File: config.mk
export PLATFORM = sky130hd
export DESIGN_NAME = gpio_edge_bank
export DESIGN_NICKNAME = d
export VERILOG_FILES = /design/src/rtl/gpio_edge_pkg.sv /design/src/rtl/gpio_sync.sv /design/src/rtl/gpio_edge_status.sv /design/src/rtl/gpio_regs.sv /design/src/rtl/gpio_edge_bank.sv
export SDC_FILE = /design/constraint.sdc
export NUM_CORES = 1
export LEC_CHECK = 0
export BUFFER_PORTS_ARGS = -buffer_cell sky130_fd_sc_hd__buf_2
export CAP_MARGIN = 20
export CELL_PAD_IN_SITES_DETAIL_PLACEMENT = 0
export CELL_PAD_IN_SITES_GLOBAL_PLACEMENT = 1
export CORE_MARGIN = 3
export CORE_UTILIZATION = 25
export DETAILED_ROUTE_END_ITERATION = 6
export PLACE_DENSITY = 0.54
export SYNTH_ARGS = -nofsm -noshare
export SYNTH_HDL_FRONTEND = slang
export SYNTH_SLANG_ARGS = --single-unit
File: constraint.sdc
create_clock -name clk_i -period 1.4 [get_ports clk_i]
set_clock_uncertainty 0.1 [all_clocks]
set_input_delay 0.07 -clock clk_i [delete_from_list [all_inputs] [get_ports clk_i]]
set_output_delay 0.07 -clock clk_i [all_outputs]
set_load 0.05 [all_outputs]
File: src/rtl/gpio_edge_pkg.sv
package gpio_edge_pkg;

  localparam int unsigned MAX_LINES = 32;
  localparam int unsigned PORT_W    = 8;
  localparam int unsigned NUM_PORTS = MAX_LINES / PORT_W;
  localparam int unsigned BUS_W     = 32;
  localparam int unsigned LANES     = BUS_W / 8;
  localparam int unsigned ADDR_W    = 5;
  localparam int unsigned TRIG_W    = 2;

  // word index = byte address [4:2]
  typedef enum logic [2:0] {
    REG_FSEL    = 3'd0,
    REG_HOLE    = 3'd1,
    REG_DIR     = 3'd2,
    REG_DATA    = 3'd3,
    REG_STAT    = 3'd4,
    REG_TRIG_LO = 3'd5,
    REG_TRIG_HI = 3'd6,
    REG_END     = 3'd7
  } reg_sel_e;

  typedef enum logic [TRIG_W-1:0] {
    TRIG_OFF  = 2'b00,
    TRIG_FALL = 2'b01,
    TRIG_RISE = 2'b10,
    TRIG_BOTH = 2'b11
  } trig_e;

  // line vector <-> bus word: port 0 lands in the top byte
  function automatic logic [BUS_W-1:0] port_swap(input logic [BUS_W-1:0] v);
    logic [BUS_W-1:0] r;
    r = '0;
    for (int k = 0; k < NUM_PORTS; k++) begin
      r[BUS_W-1-PORT_W*k -: PORT_W] = v[PORT_W*k +: PORT_W];
    end
    return r;
  endfunction

  // two 16-bit trigger fields <-> bus word: even port in the upper half
  function automatic logic [BUS_W-1:0] half_swap(input logic [BUS_W-1:0] v);
    return {v[BUS_W/2-1:0], v[BUS_W-1:BUS_W/2]};
  endfunction

  function automatic logic [BUS_W-1:0] lane_mask(input logic [LANES-1:0] be);
    logic [BUS_W-1:0] r;
    for (int i = 0; i < LANES; i++) begin
      r[8*i +: 8] = {8{be[i]}};
    end
    return r;
  endfunction

  function automatic logic [BUS_W-1:0] byte_merge(input logic [BUS_W-1:0] old_v,
                                                  input logic [BUS_W-1:0] new_v,
                                                  input logic [LANES-1:0] be);
    logic [BUS_W-1:0] m;
    m = lane_mask(be);
    return (old_v & ~m) | (new_v & m);
  endfunction

  function automatic logic [TRIG_W*MAX_LINES-1:0] pair_spread(input logic [MAX_LINES-1:0] v);
    logic [TRIG_W*MAX_LINES-1:0] r;
    for (int i = 0; i < MAX_LINES; i++) begin
      r[TRIG_W*i +: TRIG_W] = {TRIG_W{v[i]}};
    end
    return r;
  endfunction

endpackage

File: src/rtl/gpio_sync.sv
module gpio_sync #(
  parameter int unsigned WIDTH  = 32,
  parameter int unsigned STAGES = 2
) (
  input  logic             clk_i,
  input  logic             rst_ni,
  input  logic [WIDTH-1:0] d_i,
  output logic [WIDTH-1:0] q_o
);

  logic [WIDTH-1:0] stage_q [STAGES];

  always_ff @(posedge clk_i or negedge rst_ni) begin
    if (!rst_ni) begin
      for (int s = 0; s < STAGES; s++) stage_q[s] <= '0;
    end else begin
      stage_q[0] <= d_i;
      for (int s = 1; s < STAGES; s++) stage_q[s] <= stage_q[s-1];
    end
  end

  assign q_o = stage_q[STAGES-1];

endmodule

File: src/rtl/gpio_edge_status.sv
module gpio_edge_status
  import gpio_edge_pkg::*;
#(
  parameter int unsigned WIDTH = 32
) (
  input  logic                    clk_i,
  input  logic                    rst_ni,
  input  logic [WIDTH-1:0]        level_i,
  input  logic [TRIG_W*WIDTH-1:0] trig_i,
  input  logic [WIDTH-1:0]        clr_i,
  output logic [WIDTH-1:0]        status_o
);

  logic [WIDTH-1:0] prev_q;
  logic [WIDTH-1:0] status_q;
  logic [WIDTH-1:0] hit;
  logic [WIDTH-1:0] en;

  always_ff @(posedge clk_i or negedge rst_ni) begin
    if (!rst_ni) prev_q <= '0;
    else         prev_q <= level_i;
  end

  for (genvar l = 0; l < WIDTH; l++) begin : g_line
    trig_e code;
    logic  rise, fall;
    assign code    = trig_e'(trig_i[TRIG_W*l +: TRIG_W]);
    assign rise    = level_i[l] & ~prev_q[l];
    assign fall    = ~level_i[l] & prev_q[l];
    assign hit[l]  = (rise && (code == TRIG_RISE || code == TRIG_BOTH)) ||
                     (fall && (code == TRIG_FALL || code == TRIG_BOTH));
    assign en[l]   = (code != TRIG_OFF);
  end

  // new event wins over a same-cycle clear
  always_ff @(posedge clk_i or negedge rst_ni) begin
    if (!rst_ni) status_q <= '0;
    else         status_q <= (status_q & ~clr_i) | hit;
  end

  assign status_o = status_q;

  p_off_line_r5: assert property (@(posedge clk_i) disable iff (!rst_ni)
    1'b1 |=> ((status_q & ~$past(status_q) & ~$past(en)) == '0));

  p_event_sets_r6: assert property (@(posedge clk_i) disable iff (!rst_ni)
    (hit != '0) |=> ((status_q & $past(hit)) == $past(hit)));

  p_clear_takes_r7: assert property (@(posedge clk_i) disable iff (!rst_ni)
    (clr_i != '0) |=> ((status_q & $past(clr_i & ~hit)) == '0));

endmodule

File: src/rtl/gpio_regs.sv
module gpio_regs
  import gpio_edge_pkg::*;
#(
  parameter logic [MAX_LINES-1:0] IMPL = '1
) (
  input  logic                        clk_i,
  input  logic                        rst_ni,
  input  logic                        req_i,
  input  logic                        we_i,
  input  logic [ADDR_W-1:0]           addr_i,
  input  logic [LANES-1:0]            be_i,
  input  logic [BUS_W-1:0]            wdata_i,
  output logic [BUS_W-1:0]            rdata_o,
  input  logic [MAX_LINES-1:0]        level_i,
  input  logic [MAX_LINES-1:0]        status_i,
  output logic [MAX_LINES-1:0]        fsel_o,
  output logic [MAX_LINES-1:0]        dir_o,
  output logic [MAX_LINES-1:0]        dout_o,
  output logic [TRIG_W*MAX_LINES-1:0] trig_o,
  output logic [MAX_LINES-1:0]        clr_o
);

  localparam logic [TRIG_W*MAX_LINES-1:0] TRIG_IMPL = pair_spread(IMPL);
  localparam int unsigned HALF = TRIG_W * MAX_LINES / 2;

  reg_sel_e                    sel;
  logic                        aligned, wr, rd;
  logic [MAX_LINES-1:0]        fsel_q, dir_q, dout_q;
  logic [TRIG_W*MAX_LINES-1:0] trig_q;
  logic [MAX_LINES-1:0]        data_view;

  assign sel     = reg_sel_e'(addr_i[4:2]);
  assign aligned = (addr_i[1:0] == 2'b00);
  assign wr      = req_i & we_i & aligned;
  assign rd      = req_i & ~we_i & aligned;

  always_ff @(posedge clk_i or negedge rst_ni) begin
    if (!rst_ni) begin
      fsel_q <= '0;
      dir_q  <= '0;
      dout_q <= '0;
      trig_q <= '0;
    end else if (wr) begin
      case (sel)
        REG_FSEL: fsel_q <= port_swap(byte_merge(port_swap(fsel_q), wdata_i, be_i)) & IMPL;
        REG_DIR:  dir_q  <= port_swap(byte_merge(port_swap(dir_q), wdata_i, be_i)) & IMPL;
        REG_DATA: dout_q <= port_swap(byte_merge(port_swap(dout_q), wdata_i, be_i)) & IMPL;
        REG_TRIG_LO:
          trig_q[HALF-1:0] <= half_swap(byte_merge(half_swap(trig_q[HALF-1:0]), wdata_i, be_i))
                              & TRIG_IMPL[HALF-1:0];
        REG_TRIG_HI:
          trig_q[2*HALF-1:HALF] <= half_swap(byte_merge(half_swap(trig_q[2*HALF-1:HALF]),
                                                        wdata_i, be_i))
                                   & TRIG_IMPL[2*HALF-1:HALF];
        default: ;
      endcase
    end
  end

  always_comb begin
    clr_o = '0;
    if (wr && sel == REG_STAT) clr_o = port_swap(wdata_i & lane_mask(be_i)) & IMPL;
  end

  assign data_view = (dir_q & dout_q) | (~dir_q & level_i & IMPL);

  always_comb begin
    rdata_o = '0;
    if (rd) begin
      case (sel)
        REG_FSEL:    rdata_o = port_swap(fsel_q);
        REG_DIR:     rdata_o = port_swap(dir_q);
        REG_DATA:    rdata_o = port_swap(data_view);
        REG_STAT:    rdata_o = port_swap(status_i);
        REG_TRIG_LO: rdata_o = half_swap(trig_q[HALF-1:0]);
        REG_TRIG_HI: rdata_o = half_swap(trig_q[2*HALF-1:HALF]);
        default:     rdata_o = '0;
      endcase
    end
  end

  assign fsel_o = fsel_q;
  assign dir_o  = dir_q;
  assign dout_o = dout_q;
  assign trig_o = trig_q;

  p_dout_hold_r3: assert property (@(posedge clk_i) disable iff (!rst_ni)
    !(wr && sel == REG_DATA) |=> $stable(dout_q));

  p_dir_hold_r3: assert property (@(posedge clk_i) disable iff (!rst_ni)
    !(wr && sel == REG_DIR) |=> $stable(dir_q));

  p_trig_hold_r11: assert property (@(posedge clk_i) disable iff (!rst_ni)
    !(wr && (sel == REG_TRIG_LO || sel == REG_TRIG_HI)) |=> $stable(trig_q));

endmodule

File: src/rtl/gpio_edge_bank.sv
module gpio_edge_bank
  import gpio_edge_pkg::*;
#(
  parameter int unsigned NUM_LINES = 32
) (
  input  logic                 clk_i,
  input  logic                 rst_ni,
  input  logic                 bus_req_i,
  input  logic                 bus_we_i,
  input  logic [ADDR_W-1:0]    bus_addr_i,
  input  logic [LANES-1:0]     bus_be_i,
  input  logic [BUS_W-1:0]     bus_wdata_i,
  output logic [BUS_W-1:0]     bus_rdata_o,
  input  logic [NUM_LINES-1:0] pin_i,
  output logic [NUM_LINES-1:0] pin_o,
  output logic [NUM_LINES-1:0] pin_oe_o,
  output logic [NUM_LINES-1:0] pin_fsel_o,
  output logic                 irq_o
);

  localparam logic [MAX_LINES-1:0] IMPL =
    (NUM_LINES >= MAX_LINES) ? '1 : ((32'd1 << NUM_LINES) - 32'd1);

  logic [NUM_LINES-1:0]        level_n;
  logic [MAX_LINES-1:0]        level;
  logic [MAX_LINES-1:0]        status, clr, fsel, dir, dout;
  logic [TRIG_W*MAX_LINES-1:0] trig;

  gpio_sync #(.WIDTH(NUM_LINES), .STAGES(2)) u_sync (
    .clk_i  (clk_i),
    .rst_ni (rst_ni),
    .d_i    (pin_i),
    .q_o    (level_n)
  );

  always_comb begin
    level = '0;
    level[NUM_LINES-1:0] = level_n;
  end

  gpio_regs #(.IMPL(IMPL)) u_regs (
    .clk_i    (clk_i),
    .rst_ni   (rst_ni),
    .req_i    (bus_req_i),
    .we_i     (bus_we_i),
    .addr_i   (bus_addr_i),
    .be_i     (bus_be_i),
    .wdata_i  (bus_wdata_i),
    .rdata_o  (bus_rdata_o),
    .level_i  (level),
    .status_i (status),
    .fsel_o   (fsel),
    .dir_o    (dir),
    .dout_o   (dout),
    .trig_o   (trig),
    .clr_o    (clr)
  );

  gpio_edge_status #(.WIDTH(MAX_LINES)) u_edge (
    .clk_i    (clk_i),
    .rst_ni   (rst_ni),
    .level_i  (level),
    .trig_i   (trig),
    .clr_i    (clr),
    .status_o (status)
  );

  assign irq_o      = |status;
  assign pin_o      = dout[NUM_LINES-1:0];
  assign pin_oe_o   = dir[NUM_LINES-1:0];
  assign pin_fsel_o = fsel[NUM_LINES-1:0];

  p_irq_drop_r9: assert property (@(posedge clk_i) disable iff (!rst_ni)
    $fell(irq_o) |-> $past(bus_req_i && bus_we_i && bus_addr_i == 5'h10));

endmodule

==> results by group <==
Route
  • DRC: 0
  • Routed WL: 42900 um
  • Drt via density: 4.59
  • Violation count after the first detailed-route iteration: 441
  • Drt pass-1 iters: 5
  • DRT antenna net count: 0
  • Via count: 9178
  • Avg WL per Cell: 21.5 um

STA
  • Unrepaired setup endpoints after global routing: yes
  • Fin Hold WS: 0.0643 ns
  • Final count of hold timing violations: 0
  • Final WS setup: -0.681 ns
  • Least-Margin Pin Slew: 0.451 ns
  • Fin crit share: 1.49
  • Final min period: 2.08 ns
  • Slew headroom: 0.696
  • Final setup TNS: -13.32 ns
  • Final setup fails: 37
  • F_max: 480 MHz
  • Max Slew Vio Count: 0

Critical path
  • Top cell family by delay on the critical path: simple AND/OR/NAND/NOR gates
  • Critical path class: reg -> out
  • Crit path max-delay cell type: dfrtp_1
  • Crit Path Max Fanout: 2
  • Crit path buf inv count: 2
  • Crit end category: primary output
  • Worst path arrival time: 1.91 ns
  • CP startpoint kind: flop
  • Crit path largest cell delay: 0.43 ns
  • CP required: 1.23 ns
  • Worst-path cell chain: nor4_2, buf_4, nand4_1, or2_4, buf_6

Clock tree
  • Skew-Pair Late Insertion Delay: 0.54 ns
  • H-tree levels: 2
  • CTS max path bufs: 3
  • TritonCTS buffer count: 35
  • Clk slew on worst S/H paths: 0.06 ns
  • Root Buffer Master: clkbuf_16
  • Clk sinks: 288
  • CTS tree: built

Yosys
  • Post-synth EDFFs: 0
  • Top cells by count, synth: dfrtp_1 (288), mux2_2 (154), nand2_1 (86), a22oi_1 (62), nor2_1 (38)
  • Count of cell types in the netlist: 26
  • YS warnings: 0
  • Async S/R FF share, synth: 1.00
  • Post-Synthesis Net Count: 960
  • Top FF cell, synth: dfrtp_1
  • Seq/Total Area, Yosys: 0.621
  • Mapped Cells: 883
  • Area share of the largest cell type after synthesis: 0.621
  • Cell with the most instances after synthesis: dfrtp_1
  • Mapped Area: 11600 um2
  • Top post-synthesis cells by area: dfrtp_1 (62%), mux2_2 (15%), a22oi_1 (4.0%)
  • Post-synthesis register bit count: 288
  • Post-synth top area cell: dfrtp_1
  • Mapped Avg Cell Area: 13.1 um2

Cells and area
  • Final nets: 1448
  • Reg area: 7290 um2
  • Filler cells: 4294
  • Antenna diodes: 0
  • Multi-input gate area: 5130 um2
  • Area growth, synth to finish: 65.0%
  • Share of layout cells above drive strength 1: 0.569

Pwr
  • Sequential Power Share: 0.419
  • Logic pwr share: 0.202
  • LEAKAGE: 8.32 nW
  • Pint: 17.2 mW
  • Psw: 7.00 mW
  • Clk pwr share: 0.379
  • Power, Total: 24.2 mW
  • Switching share of total power: 0.289
  • Peak supply drop: 0.685 mV
  • PwrDens: 1260 nW/um2

Floorplanning
  • Row count: 78
  • I/O Pins: 206
  • Full die area: 49000 um2
  • Die Ht: 221 um
  • Core Region: 45600 um2
  • Initial Util: 0.255
  • Die Width: 221 um

Flow run
  • Max Cap Violations: 0

Placement
  • Port bufs: 205
  • DPL Wire Length: 31200 um
  • RD Place Congestion: 0.787
  • Worst slack at placement: -0.455 ns

Global route
  • Total grt overflow: 0
  • GRT Overall Usage: 0.175
  • First-pass GRT wire length: 64900 um
  • Initial antenna violation count: 1
  • Vias in the first global route: 9792
  • Largest net degree at the start of global routing: 57

Worst hold path
  • HP Class: in -> reg

Status
  • Failing checks: setup timing
  • Status: complete, but fails checks
-- worst paths after layout --
path	startpoint	endpoint	slack, ns	cells past startpoint
min reg2reg	u_sync.stage_q[63]	u_sync.q_o[31]	0.24	0
max reg2reg	u_sync.q_o[10]	u_edge.status_o[10]	0.07	6
max	u_edge.status_o[7]	irq_o	-0.68	5
min in group asynchronous	rst_ni	u_edge.prev_q[24]	0.45	3
max in group asynchronous	rst_ni	async pin	0.08	5
min	pin_i[2]	u_sync.stage_q[34]	0.06	2
-- layout make-up --
type,count,share of cell area
clock inverter,7,0.00523
tap,600,0.0392
multi-input combinational,569,0.268
sequential,288,0.381
clock buffer,57,0.0554
timing repair buffer,476,0.250
inverter,1,0.000196
-- routing by layer --
| metal | part of all wire | GRT usage | wire length [um] |
|---|---|---|---|
| met1 | 0.47 | 0.248 | 20000 |
| met2 | 0.47 | 0.282 | 20200 |
| met3 | 0.048 | 0.0310 | 2080 |
| met4 | 0.015 | 0.0368 | 628 |
| met5 | 0.00021 | 0 | 9 |
-- through the flow --
step / std cells / utilization / instance area, um2
6_report: 1998 / 0.420 / 19100
5_1_grt: 1998 / 0.420 / 19100
4_1_cts: 1996 / 0.418 / 19000
3_5_place_dp: 1849 / 0.353 / 16100
3_3_place_gp: 1849 / 0.353 / 16100
2_1_floorplan: 883 / - / 12300
-- placed cells by master, fill, tap and decap left out, types with 2 or more instances in the layout --
cell type | netlist | final
a22oi_2 | 0 | 32
clkinv_2 | 0 | 3
buf_4 | 0 | 138
nor4_2 | 0 | 3
nand2_1 | 86 | 86
mux2_2 | 154 | 154
clkbuf_16 | 0 | 36
clkbuf_1 | 23 | 13
nand4_1 | 2 | 2
buf_6 | 0 | 57
bufinv_16 | 0 | 2
clkbuf_4 | 0 | 13
nor4_1 | 8 | 3
nor2b_1 | 4 | 3
nor2_2 | 0 | 4
dfrtp_1 | 288 | 218
nor3b_2 | 4 | 3
a21o_1 | 33 | 33
nor2_1 | 38 | 34
clkbuf_8 | 0 | 8
a21oi_2 | 0 | 31
nor4_4 | 0 | 2
buf_2 | 2 | 98
a22oi_1 | 62 | 30
nand2b_1 | 2 | 2
nor3_2 | 2 | 2
nand3b_1 | 34 | 34
buf_8 | 0 | 35
dlygate4sd3_1 | 0 | 70
buf_12 | 0 | 65
mux2_1 | 6 | 6
mux2i_1 | 32 | 32
o21ai_0 | 33 | 32
a31oi_4 | 0 | 32
dfrtp_2 | 0 | 70
-- power by group through the flow --
| stage | clock network [mW] | logic [mW] | registers (mW) |
|---|---|---|---|
| 2_1_floorplan | 0 | 1.14 | 10.8 |
| 3_3_place_gp | 0 | 4.12 | 10.2 |
| 3_5_place_dp | 0 | 4.14 | 10.2 |
| 4_1_cts | 9.47 | 4.89 | 10.1 |
| 5_1_grt | 9.79 | 5.18 | 10.2 |
| 6_report | 9.18 | 4.88 | 10.1 |
-- cells by family (layout without fill, tap and decap cells) --
group                  Yosys count  count (layout)  synth area share
AOI/OAI and AO/OA              193             193             0.108
buffers and inverters           26             541           0.00863
DFF                            288             288             0.621
muxes                          192             192             0.183
and+or+nand+nor                184             184            0.0796
-- repair_timing --
item / CTS / global route
setup buffers: 17 / 4
hold buffers: 70 / 0
setup endpoints to repair: 89 / 90
gates cloned: 0 / 0
pin swaps: 45 / 13
endpoints found under the hold margin: 512 / 0
resized for setup: 273 / 28
(Power assumes the default switching activity.)
